File: config.mk
export PLATFORM = sky130hd
export DESIGN_NAME = scan_timing_gen
export DESIGN_NICKNAME = d
export VERILOG_FILES = /design/src/rtl/scan_pkg.sv /design/src/rtl/scan_htimer.sv /design/src/rtl/scan_vcount.sv /design/src/rtl/scan_status.sv /design/src/rtl/scan_timing_gen.sv
export SDC_FILE = /design/constraint.sdc
export NUM_CORES = 1
export LEC_CHECK = 0
export ABC_AREA = 1
export BUFFER_PORTS_ARGS = -buffer_cell sky130_fd_sc_hd__clkbuf_2
export CAP_MARGIN = 25
export CORE_MARGIN = 2
export CORE_UTILIZATION = 38
export DETAILED_ROUTE_END_ITERATION = 6
export PLACE_DENSITY = 0.61
export SYNTH_ARGS = -nofsm -noshare
export SYNTH_HDL_FRONTEND = slang
export SYNTH_SLANG_ARGS = --single-unit
File: constraint.sdc
create_clock -name clk -period 2.1 [get_ports clk]
set_input_delay 0.315 -clock clk [delete_from_list [all_inputs] [get_ports clk]]
set_output_delay 0.315 -clock clk [all_outputs]
set_load 0.01 [all_outputs]
File: src/rtl/scan_pkg.sv
package scan_pkg;
   localparam int ST_VBLANK  = 0;
   localparam int ST_HBLANK  = 1;
   localparam int ST_MATCH   = 2;
   localparam int ST_VB_IE   = 3;
   localparam int ST_HB_IE   = 4;
   localparam int ST_MT_IE   = 5;
   localparam int ST_CMP_LSB = 7;
   localparam int CMP_W      = 9;
   localparam int REG_W      = 16;

   // phase-entry strobes from the horizontal timer
   typedef struct packed {
      logic blank_go;
      logic draw_go;
   } hevt_t;
endpackage

File: src/rtl/scan_htimer.sv
module scan_htimer
   import scan_pkg::*;
#(
   parameter int DOT_CLKS = 6,
   parameter int H_TOTAL  = 355,
   parameter int H_BLANK  = 99
) (
   input  logic  clk,
   input  logic  rst_n,
   output hevt_t evt
);
   localparam int H_DRAW = H_TOTAL - H_BLANK;
   localparam int HW     = $clog2(H_TOTAL);
   localparam logic [HW-1:0] H_LAST  = HW'(H_TOTAL - 1);
   localparam logic [HW-1:0] D_LAST  = HW'(H_DRAW - 1);

   logic          tick;
   logic [HW-1:0] hpos_q;

   generate
      if (DOT_CLKS == 1) begin : g_nodiv
         assign tick = 1'b1;
      end else begin : g_div
         localparam int PW = $clog2(DOT_CLKS);
         localparam logic [PW-1:0] P_LAST = PW'(DOT_CLKS - 1);
         logic [PW-1:0] pre_q;
         always_ff @(posedge clk) begin
            if (!rst_n)              pre_q <= '0;
            else if (pre_q == P_LAST) pre_q <= '0;
            else                     pre_q <= pre_q + 1'b1;
         end
         assign tick = (pre_q == P_LAST);
      end
   endgenerate

   always_ff @(posedge clk) begin
      if (!rst_n)                        hpos_q <= '0;
      else if (tick && hpos_q == H_LAST) hpos_q <= '0;
      else if (tick)                     hpos_q <= hpos_q + 1'b1;
   end

   assign evt.blank_go = tick && (hpos_q == D_LAST);
   assign evt.draw_go  = tick && (hpos_q == H_LAST);
endmodule

File: src/rtl/scan_vcount.sv
module scan_vcount #(
   parameter int TOTAL_LINES = 263,
   parameter int LW          = $clog2(TOTAL_LINES)
) (
   input  logic          clk,
   input  logic          rst_n,
   input  logic          adv,
   output logic [LW-1:0] line_q,
   output logic [LW-1:0] line_nx
);
   localparam logic [LW-1:0] L_LAST = LW'(TOTAL_LINES - 1);

   assign line_nx = (line_q == L_LAST) ? '0 : line_q + 1'b1;

   always_ff @(posedge clk) begin
      if (!rst_n)   line_q <= '0;
      else if (adv) line_q <= line_nx;
   end
endmodule

File: src/rtl/scan_status.sv
module scan_status
   import scan_pkg::*;
#(
   parameter int VIS_LINES   = 192,
   parameter int TOTAL_LINES = 263,
   parameter int LW          = $clog2(TOTAL_LINES)
) (
   input  logic             clk,
   input  logic             rst_n,
   input  hevt_t            evt,
   input  logic [LW-1:0]    line_q,
   input  logic [LW-1:0]    line_nx,
   input  logic             wr_en,
   input  logic [REG_W-1:0] wdata,
   output logic [REG_W-1:0] status_q,
   output logic             irq_hb,
   output logic             irq_vb,
   output logic             irq_mt,
   output logic             frame_start,
   output logic             frame_end,
   output logic             draw_req,
   output logic [LW-1:0]    draw_line
);
   localparam logic [LW-1:0] L_VIS  = LW'(VIS_LINES);
   localparam logic [LW-1:0] L_LAST = LW'(TOTAL_LINES - 1);

   logic             vb_q, hb_q, mt_q;
   logic             vb_ie_q, hb_ie_q, mt_ie_q;
   logic [CMP_W-1:0] cmp_q;
   logic             hit_nx;

   assign hit_nx = (CMP_W'(line_nx) == cmp_q);

   always_ff @(posedge clk) begin
      if (!rst_n) begin
         vb_q <= 1'b0; hb_q <= 1'b0; mt_q <= 1'b0;
         vb_ie_q <= 1'b0; hb_ie_q <= 1'b0; mt_ie_q <= 1'b0;
         cmp_q <= '0;
         irq_hb <= 1'b0; irq_vb <= 1'b0; irq_mt <= 1'b0;
         frame_start <= 1'b0; frame_end <= 1'b0;
         draw_req <= 1'b0; draw_line <= '0;
      end else begin
         irq_hb <= 1'b0; irq_vb <= 1'b0; irq_mt <= 1'b0;
         frame_start <= 1'b0; frame_end <= 1'b0;
         draw_req <= 1'b0;
         if (wr_en) begin
            vb_ie_q <= wdata[ST_VB_IE];
            hb_ie_q <= wdata[ST_HB_IE];
            mt_ie_q <= wdata[ST_MT_IE];
            cmp_q   <= wdata[ST_CMP_LSB +: CMP_W];
         end
         if (evt.blank_go) begin
            hb_q      <= 1'b1;
            irq_hb    <= hb_ie_q;
            draw_req  <= (line_q < L_VIS);
            draw_line <= line_q;
         end
         if (evt.draw_go) begin
            hb_q        <= 1'b0;
            mt_q        <= hit_nx;
            irq_mt      <= hit_nx && mt_ie_q;
            frame_start <= (line_nx == '0);
            if (line_nx == L_VIS) begin
               vb_q      <= 1'b1;
               irq_vb    <= vb_ie_q;
               frame_end <= 1'b1;
            end
            if (line_nx == L_LAST) vb_q <= 1'b0;
         end
      end
   end

   assign status_q = {cmp_q, 1'b0, mt_ie_q, hb_ie_q, vb_ie_q, mt_q, hb_q, vb_q};
endmodule

File: src/rtl/scan_timing_gen.sv
module scan_timing_gen
   import scan_pkg::*;
#(
   parameter int VIS_LINES   = 192,
   parameter int TOTAL_LINES = 263,
   parameter int DOT_CLKS    = 6,
   parameter int H_TOTAL     = 355,
   parameter int H_BLANK     = 99,
   parameter int LW          = $clog2(TOTAL_LINES)
) (
   input  logic          clk,
   input  logic          rst_n,
   input  logic          reg_addr,
   input  logic          reg_wr,
   input  logic [15:0]   reg_wdata,
   output logic [15:0]   reg_rdata,
   output logic          irq_hblank,
   output logic          irq_vblank,
   output logic          irq_match,
   output logic          frame_start,
   output logic          frame_end,
   output logic          draw_req,
   output logic [LW-1:0] draw_line
);
   generate
      if (H_BLANK < 1 || H_BLANK >= H_TOTAL) begin : g_bad_h
         $error("H_BLANK must be in 1..H_TOTAL-1");
      end
      if (DOT_CLKS < 1) begin : g_bad_dot
         $error("DOT_CLKS must be at least 1");
      end
      if (VIS_LINES < 1 || VIS_LINES >= TOTAL_LINES - 1) begin : g_bad_v
         $error("VIS_LINES must be in 1..TOTAL_LINES-2");
      end
      if (TOTAL_LINES > (1 << CMP_W) || LW > REG_W) begin : g_bad_t
         $error("TOTAL_LINES exceeds the compare field range");
      end
   endgenerate

   hevt_t          hevt;
   logic [LW-1:0]  line_q, line_nx;
   logic [15:0]    status_q;

   scan_htimer #(.DOT_CLKS(DOT_CLKS), .H_TOTAL(H_TOTAL), .H_BLANK(H_BLANK)) u_htimer (
      .clk(clk), .rst_n(rst_n), .evt(hevt));

   scan_vcount #(.TOTAL_LINES(TOTAL_LINES), .LW(LW)) u_vcount (
      .clk(clk), .rst_n(rst_n), .adv(hevt.draw_go),
      .line_q(line_q), .line_nx(line_nx));

   scan_status #(.VIS_LINES(VIS_LINES), .TOTAL_LINES(TOTAL_LINES), .LW(LW)) u_status (
      .clk(clk), .rst_n(rst_n), .evt(hevt),
      .line_q(line_q), .line_nx(line_nx),
      .wr_en(reg_wr && (reg_addr == 1'b0)), .wdata(reg_wdata),
      .status_q(status_q),
      .irq_hb(irq_hblank), .irq_vb(irq_vblank), .irq_mt(irq_match),
      .frame_start(frame_start), .frame_end(frame_end),
      .draw_req(draw_req), .draw_line(draw_line));

   assign reg_rdata = reg_addr ? 16'(line_q) : status_q;
endmodule

# == Yosys cells after proc, flatten, opt, wreduce, memory -nomap -nowiden ==
# Index checks and enable logic that the tools add are counted.
# totals
out_inout_bits,31
ff_bits,51
wordCells,47
input_bits,20
# op_classes
n_mux,5
n_bitwise,2
n_reduce_logical,12
magnitude_cmp,1
addsub,3
eq_ne,7
# op_table
cell,n
$eq 9x9->1 const B,3
$add 9x1->9 const B,2
$eq 9x8->1 const B,2
$mux 16,1
$eq 9x9->1,1
$logic_not 9->1,1
$lt 9x8->1 const B,1
$mux 9,1
$reduce_and 2->1,3
$logic_and 1x1->1,4
$reduce_or 2->1,2
$add 3x1->3 const B,1
$eq 3x3->1 const B,1
$mux 1,3
$reduce_and 3->1,1
$not 1->1,2
$reduce_bool 2->1,1

# == Longest topological paths before layout ==
# depth
depth_word,5
depth_mapped,13

# == Hierarchy ==
# Synthesis repeated with hierarchy kept, for this count alone.
# unflattened
cells_unflattened,415
area_unflattened_um2,2718.9
# by_module_without_submodules
mod,cells_per_inst,area_per_inst_um2,n_inst
scan_status,183,1287.5,1
scan_htimer,92,635.6,1
scan_vcount,94,599.3,1
scan_timing_gen,46,196.4,1

# == Worst setup path before layout ==
# Ideal clock, no wire load.
# synth_path
path_kind,register -> register
from,register u_htimer.hpos_q[1]
to,register u_status.draw_line[2]
stages_incl_launch_ff,10
arrival_ns,1.658
n_path_buf,2
period_less_slack_ns,1.791
slack_ns,0.309
t_required_ns,1.968
cell_sequence,dfxtp_1 -> ha_1 -> nand4_1 -> nor3_1 -> ha_1 -> clkbuf_1 -> nand2_1 -> clkbuf_1 -> nand2_1 -> a21oi_1
# synth_between
elab_chain_len,2
# synth_lines
element,line_no,rtl
start: declaration,scan_htimer.sv:18,logic [HW-1:0] hpos_q;
start signal: assignment,scan_htimer.sv:39,else if (tick) hpos_q <= hpos_q + 1'b1;
$eq 9x8->1,scan_htimer.sv:42,assign evt.blank_go = tick && (hpos_q == D_LAST);
$logic_and 1x1->1,scan_htimer.sv:42,
end signal: assignment,scan_status.sv:56,draw_line <= line_q;
end: declaration,scan_status.sv:22,output logic [LW-1:0] draw_line
# Every way passes these cells.
# A chain may end at the register's enable or synchronous reset.

# == Worst setup path in the final report ==
# layout_path
from,register u_vcount.line_q[0]
to,register u_status.vb_q
# layout_between
elab_chain_len,5
word_cells_on_any_way,8
classes_between,add/sub (1); eq/ne (3); mux (2); reduce/logical (2)
# layout_lines
element,line_no,rtl
start: declaration,scan_vcount.sv:8,"output logic [LW-1:0] line_q,"
start signal: assignment,scan_vcount.sv:17,else if (adv) line_q <= line_nx;
$add 9x1->9 / $eq 9x9->1 (equally long branches),scan_vcount.sv:13,assign line_nx = (line_q == L_LAST) ? '0 : line_q + 1'b1;
$mux 9 *,scan_vcount.sv:13,
$eq 9x9->1 / $eq 9x8->1 (equally long branches),"scan_status.sv:68, scan_status.sv:63",
$reduce_bool 2->1 (no line),-,
$reduce_and 2->1 (no line),-,
end signal: assignment,scan_status.sv:36,vb_q <= 1'b0; hb_q <= 1'b0; mt_q <= 1'b0;
end signal: assignment,scan_status.sv:64,vb_q <= 1'b1;
end signal: assignment,scan_status.sv:68,if (line_nx == L_LAST) vb_q <= 1'b0;
end: declaration,scan_status.sv:27,"logic vb_q, hb_q, mt_q;"
# Every way passes the cells marked *; elsewhere a longest branch is shown, timed or not.

==> metrics.md <==
| Metric | Value |
|---|---|
| NetSw | `409.8 uW` |
| Seq cells post-synth | `51` |
| CP Launch Point | `u_vcount.line_q[0]` |
| WL final | `5624 um` |
| Initial antenna violation count | `0` |
| Synth Area per Inst | `7.237 sq um` |
| Largest net degree at the start of global routing | `25` |
| Vias in the first global route | `2014` |
| Clock share of power | `33.3%` |
| Crit Path Max Fanout | `8` |
| Leakage | `1.293 nW` |
| Register area share after synthesis | `41.74%` |
| Flop pwr share | `59.2%` |
| Filler cell count | `647` |
| Final Hold Fails | `0` |
| DR top layer | `met4` |
| # IOs | `51` |
| DR DRC count | `0` |
| Die area | `0.007095 sq mm` |
| Metal-1 WL | `2772 um` |
| Cell Area, Synth | `0.002446 sq mm` |
| Clk slew on worst S/H paths | `0.10 ns` |
| CP peak stage delay | `0.40 ns` |
| Worst setup path class | `reg -> reg` |
| Clock tree buffer depth | `2` |
| Max cap viols | `0` |
| Inserted Diodes | `0` |
| Number of synthesized flops with an enable pin | `0` |
| Worst Max-Slew Pin Slew | `0.6493 ns` |
| Layout cells sized above 1 | `21.68%` |
| Internal | `1.272 mW` |
| CTS tree | `built` |
| Min Tclk post-route | `1.914 ns` |
| Dpl hpwl | `4260 um` |
| Setup bufs post-CTS | `0` |
| Logic pwr share | `7.5%` |
| Slowest cell on the critical path | `dfxtp_1` |
| Top cells by count, synth | `70 x nand2_1, 51 x dfxtp_1, 40 x inv_1, 35 x nor2_1, 27 x a21oi_1` |
| Fin crit share | `91.16%` |
| Port Buf Inserts | `46` |
| # clock sinks | `51` |
| Gpl congestion | `0.8646` |
| Cells after synthesis | `338` |
| Area Growth Syn to Fin | `18.16%` |
| Hold Crit Class | `in -> reg` |
| Hold Crit Start | `reg_wdata[7]` |
| Pwr Density | `581.8 mW/mm^2` |
| Setup TNS | `0 ns` |
| WL per Instance | `11.99 um` |
| Final Worst Setup Slack | `0.1856 ns` |
| CTS Buf Count | `5` |
| Antenna viol nets, final | `0` |
| Pre-CTS setup slack | `0.2463 ns` |
| Crit path DAT | `2.18 ns` |
| Sw frac | `24.37%` |
| Clock Latency Late Sink | `0.31 ns` |
| Crit end category | `register` |
| H-tree depth | `2` |
| FF/Latch Area | `0.001021 sq mm` |
| Starting density of the core | `38.97%` |
| Synth Flop Type | `dfxtp_1` |
| Top cells by area, synth | `dfxtp_1 42%, nand2_1 11%, inv_1 6.1%` |
| Max-slew headroom | `56.61%` |
| Hold Buf Count CTS | `0` |
| GRT overflow | `0` |
| Core box area | `0.006277 sq mm` |
| RSZ-0062 raised after global routing | `false` |
| Synth Net Count | `365` |
| Multi-input gate area | `0.001224 sq mm` |
| Final #Nets | `418` |
| CP Cell Sequence | `inv_1 -> ha_1 -> nand2_1 -> nor2_2 -> nand2_4 -> nand3_1 -> inv_1 -> nor3_2 -> nand3_2 -> nand2_1 -> nand2_1 -> inv_1` |
| Count leader, synth | `nand2_1` |
| Cell family with most CP delay | `simple AND/OR/NAND/NOR gates` |
| CTS Root Cell | `clkbuf_8` |
| Crit path buffers/inverters | `3` |
| Post-synth top area share | `41.74%` |
| YS warnings | `0` |
| Post-Route Skew | `0.01250 ns` |
| Start of the worst register-to-register path | `u_vcount.line_q[0]` |
| Die Height | `84.23 um` |
| Startpoint Class | `register` |
| DR vias | `2263` |
| Worst endpoint required time | `2.36 ns` |
| Final setup viols | `0` |
| PostCTS Resize Cnt | `0` |
| VDD IR-drop max | `0.3047 mV` |
| Met2 wire length | `2451 um` |
| Vias/cell | `4.825` |
| Leading area contributor after synthesis | `dfxtp_1` |
| Cell Rows | `29` |
| Synth unique cells | `30` |
| First-pass GRT wire length | `9384 um` |
| DRT iter0 DRCs | `127` |
| F_max | `0.5223 GHz` |
| Die Wd | `84.23 um` |
| All-Layer GR Usage | `16.31%` |
| Synth async-reset ratio | `0%` |
| Final-report max-slew violation count | `0` |
| Routed met3 length | `346 um` |
| Drt first pass iters | `5` |
| Outcome | `completed` |
==> routing by layer <==
metal / up-vias / track usage, %
met2: 66 / 25.32
met1: 1003 / 23.16
met4: 0 / 4.839
li1: 1189 / -
met5: - / 0
met3: 5 / 2.950
==> kinds of logic after synthesis <==
logic type / count (synthesis) / share of synthesized area, %
flip-flops: 51 / 41.74
AND/OR/NAND/NOR: 157 / 29.82
AO/OA/AOI/OAI: 62 / 13.76
adder cells (fa/ha/maj): 7 / 3.580
buffers and inverters: 53 / 8.235
XOR/XNOR: 8 / 2.865
==> cells in the final DEF (no fill, tap or decap), types with 2 or more instances in the layout <==
master and instances:
a21oi_1 27, buf_4 10, clkbuf_1 2, clkbuf_2 46
clkbuf_8 5, clkinv_2 2, dfxtp_1 51, ha_1 7
inv_1 40, inv_2 2, nand2_1 70, nand2_2 4
nand2_4 2, nand3_1 23, nand3_2 3, nand4_1 3
nor2_1 35, nor2_2 3, nor2_4 3, nor3_1 6
nor3_2 2, o21a_1 2, o21ai_0 23, o21ai_2 2
o22ai_1 7, xnor2_1 2, xor2_1 6
==> final cells by class <==
| class | count | share of cell area (%) |
|---|---|---|
| clock buffer | 7 | 2.641 |
| clock inverter | 1 | 0.1732 |
| inverter | 43 | 5.628 |
| multi-input combinational | 234 | 42.34 |
| sequential | 51 | 35.32 |
| tap | 77 | 3.333 |
| timing repair buffer | 56 | 10.56 |
==> registers in the layout, summed over array words and instances (netlist names) <==
register,count
u_status.mt_ie_q,1
u_status.draw_req,1
u_status.irq_vb,1
u_status.hb_q,1
u_status.frame_start,1
u_status.vb_ie_q,1
u_status.cmp_q,9
u_status.irq_hb,1
u_status.hb_ie_q,1
u_status.draw_line,9
u_status.mt_q,1
u_htimer.g_div.pre_q,3
u_status.vb_q,1
u_vcount.line_q,9
u_htimer.hpos_q,9
u_status.irq_mt,1
u_status.frame_end,1
==> worst register-to-register path, stage by stage, from the launching register on <==
cell and delay [ns]:
dfxtp_1 0.40, inv_1 0.16, ha_1 0.16, nand2_1 0.06, nor2_2 0.17, nand2_4 0.12, nand3_1 0.21, inv_1 0.09
nor3_2 0.18, nand3_2 0.15, nand2_1 0.09, nand2_1 0.04, inv_1 0.04
==> power by group through the flow <==
stage	Sequential, mW	Combinational [mW]	Clock [mW]
2_1_floorplan	1.02	0.0795	0
3_3_place_gp	1.02	0.125	0
3_5_place_dp	1.02	0.128	0
4_1_cts	0.996	0.128	0.566
5_1_grt	0.999	0.144	0.608
6_report	0.996	0.126	0.559
==> stage by stage <==
step	util (%)	total power, mW	instance area (sq um)	hold slack, ns	std cells
after floorplan	-	1.097	2446	0.4215	338
after global placement	44.75	1.143	2809	0.4333	461
after detailed placement	44.75	1.147	2809	0.4394	461
after CTS	46.04	1.691	2890	0.2856	469
after global routing	46.04	1.752	2890	0.2890	469
final	46.04	1.682	2890	0.2809	469
==> path summary, 6_finish.rpt <==
check	to	depth (start not counted)	slack (ns)
max	u_status.vb_q	12	0.19
min	u_status.cmp_q[0]	3	0.28
max reg2reg	u_status.vb_q	12	0.19
min reg2reg	u_status.hb_q	2	0.45
Power figures use the tool's default switching activity.
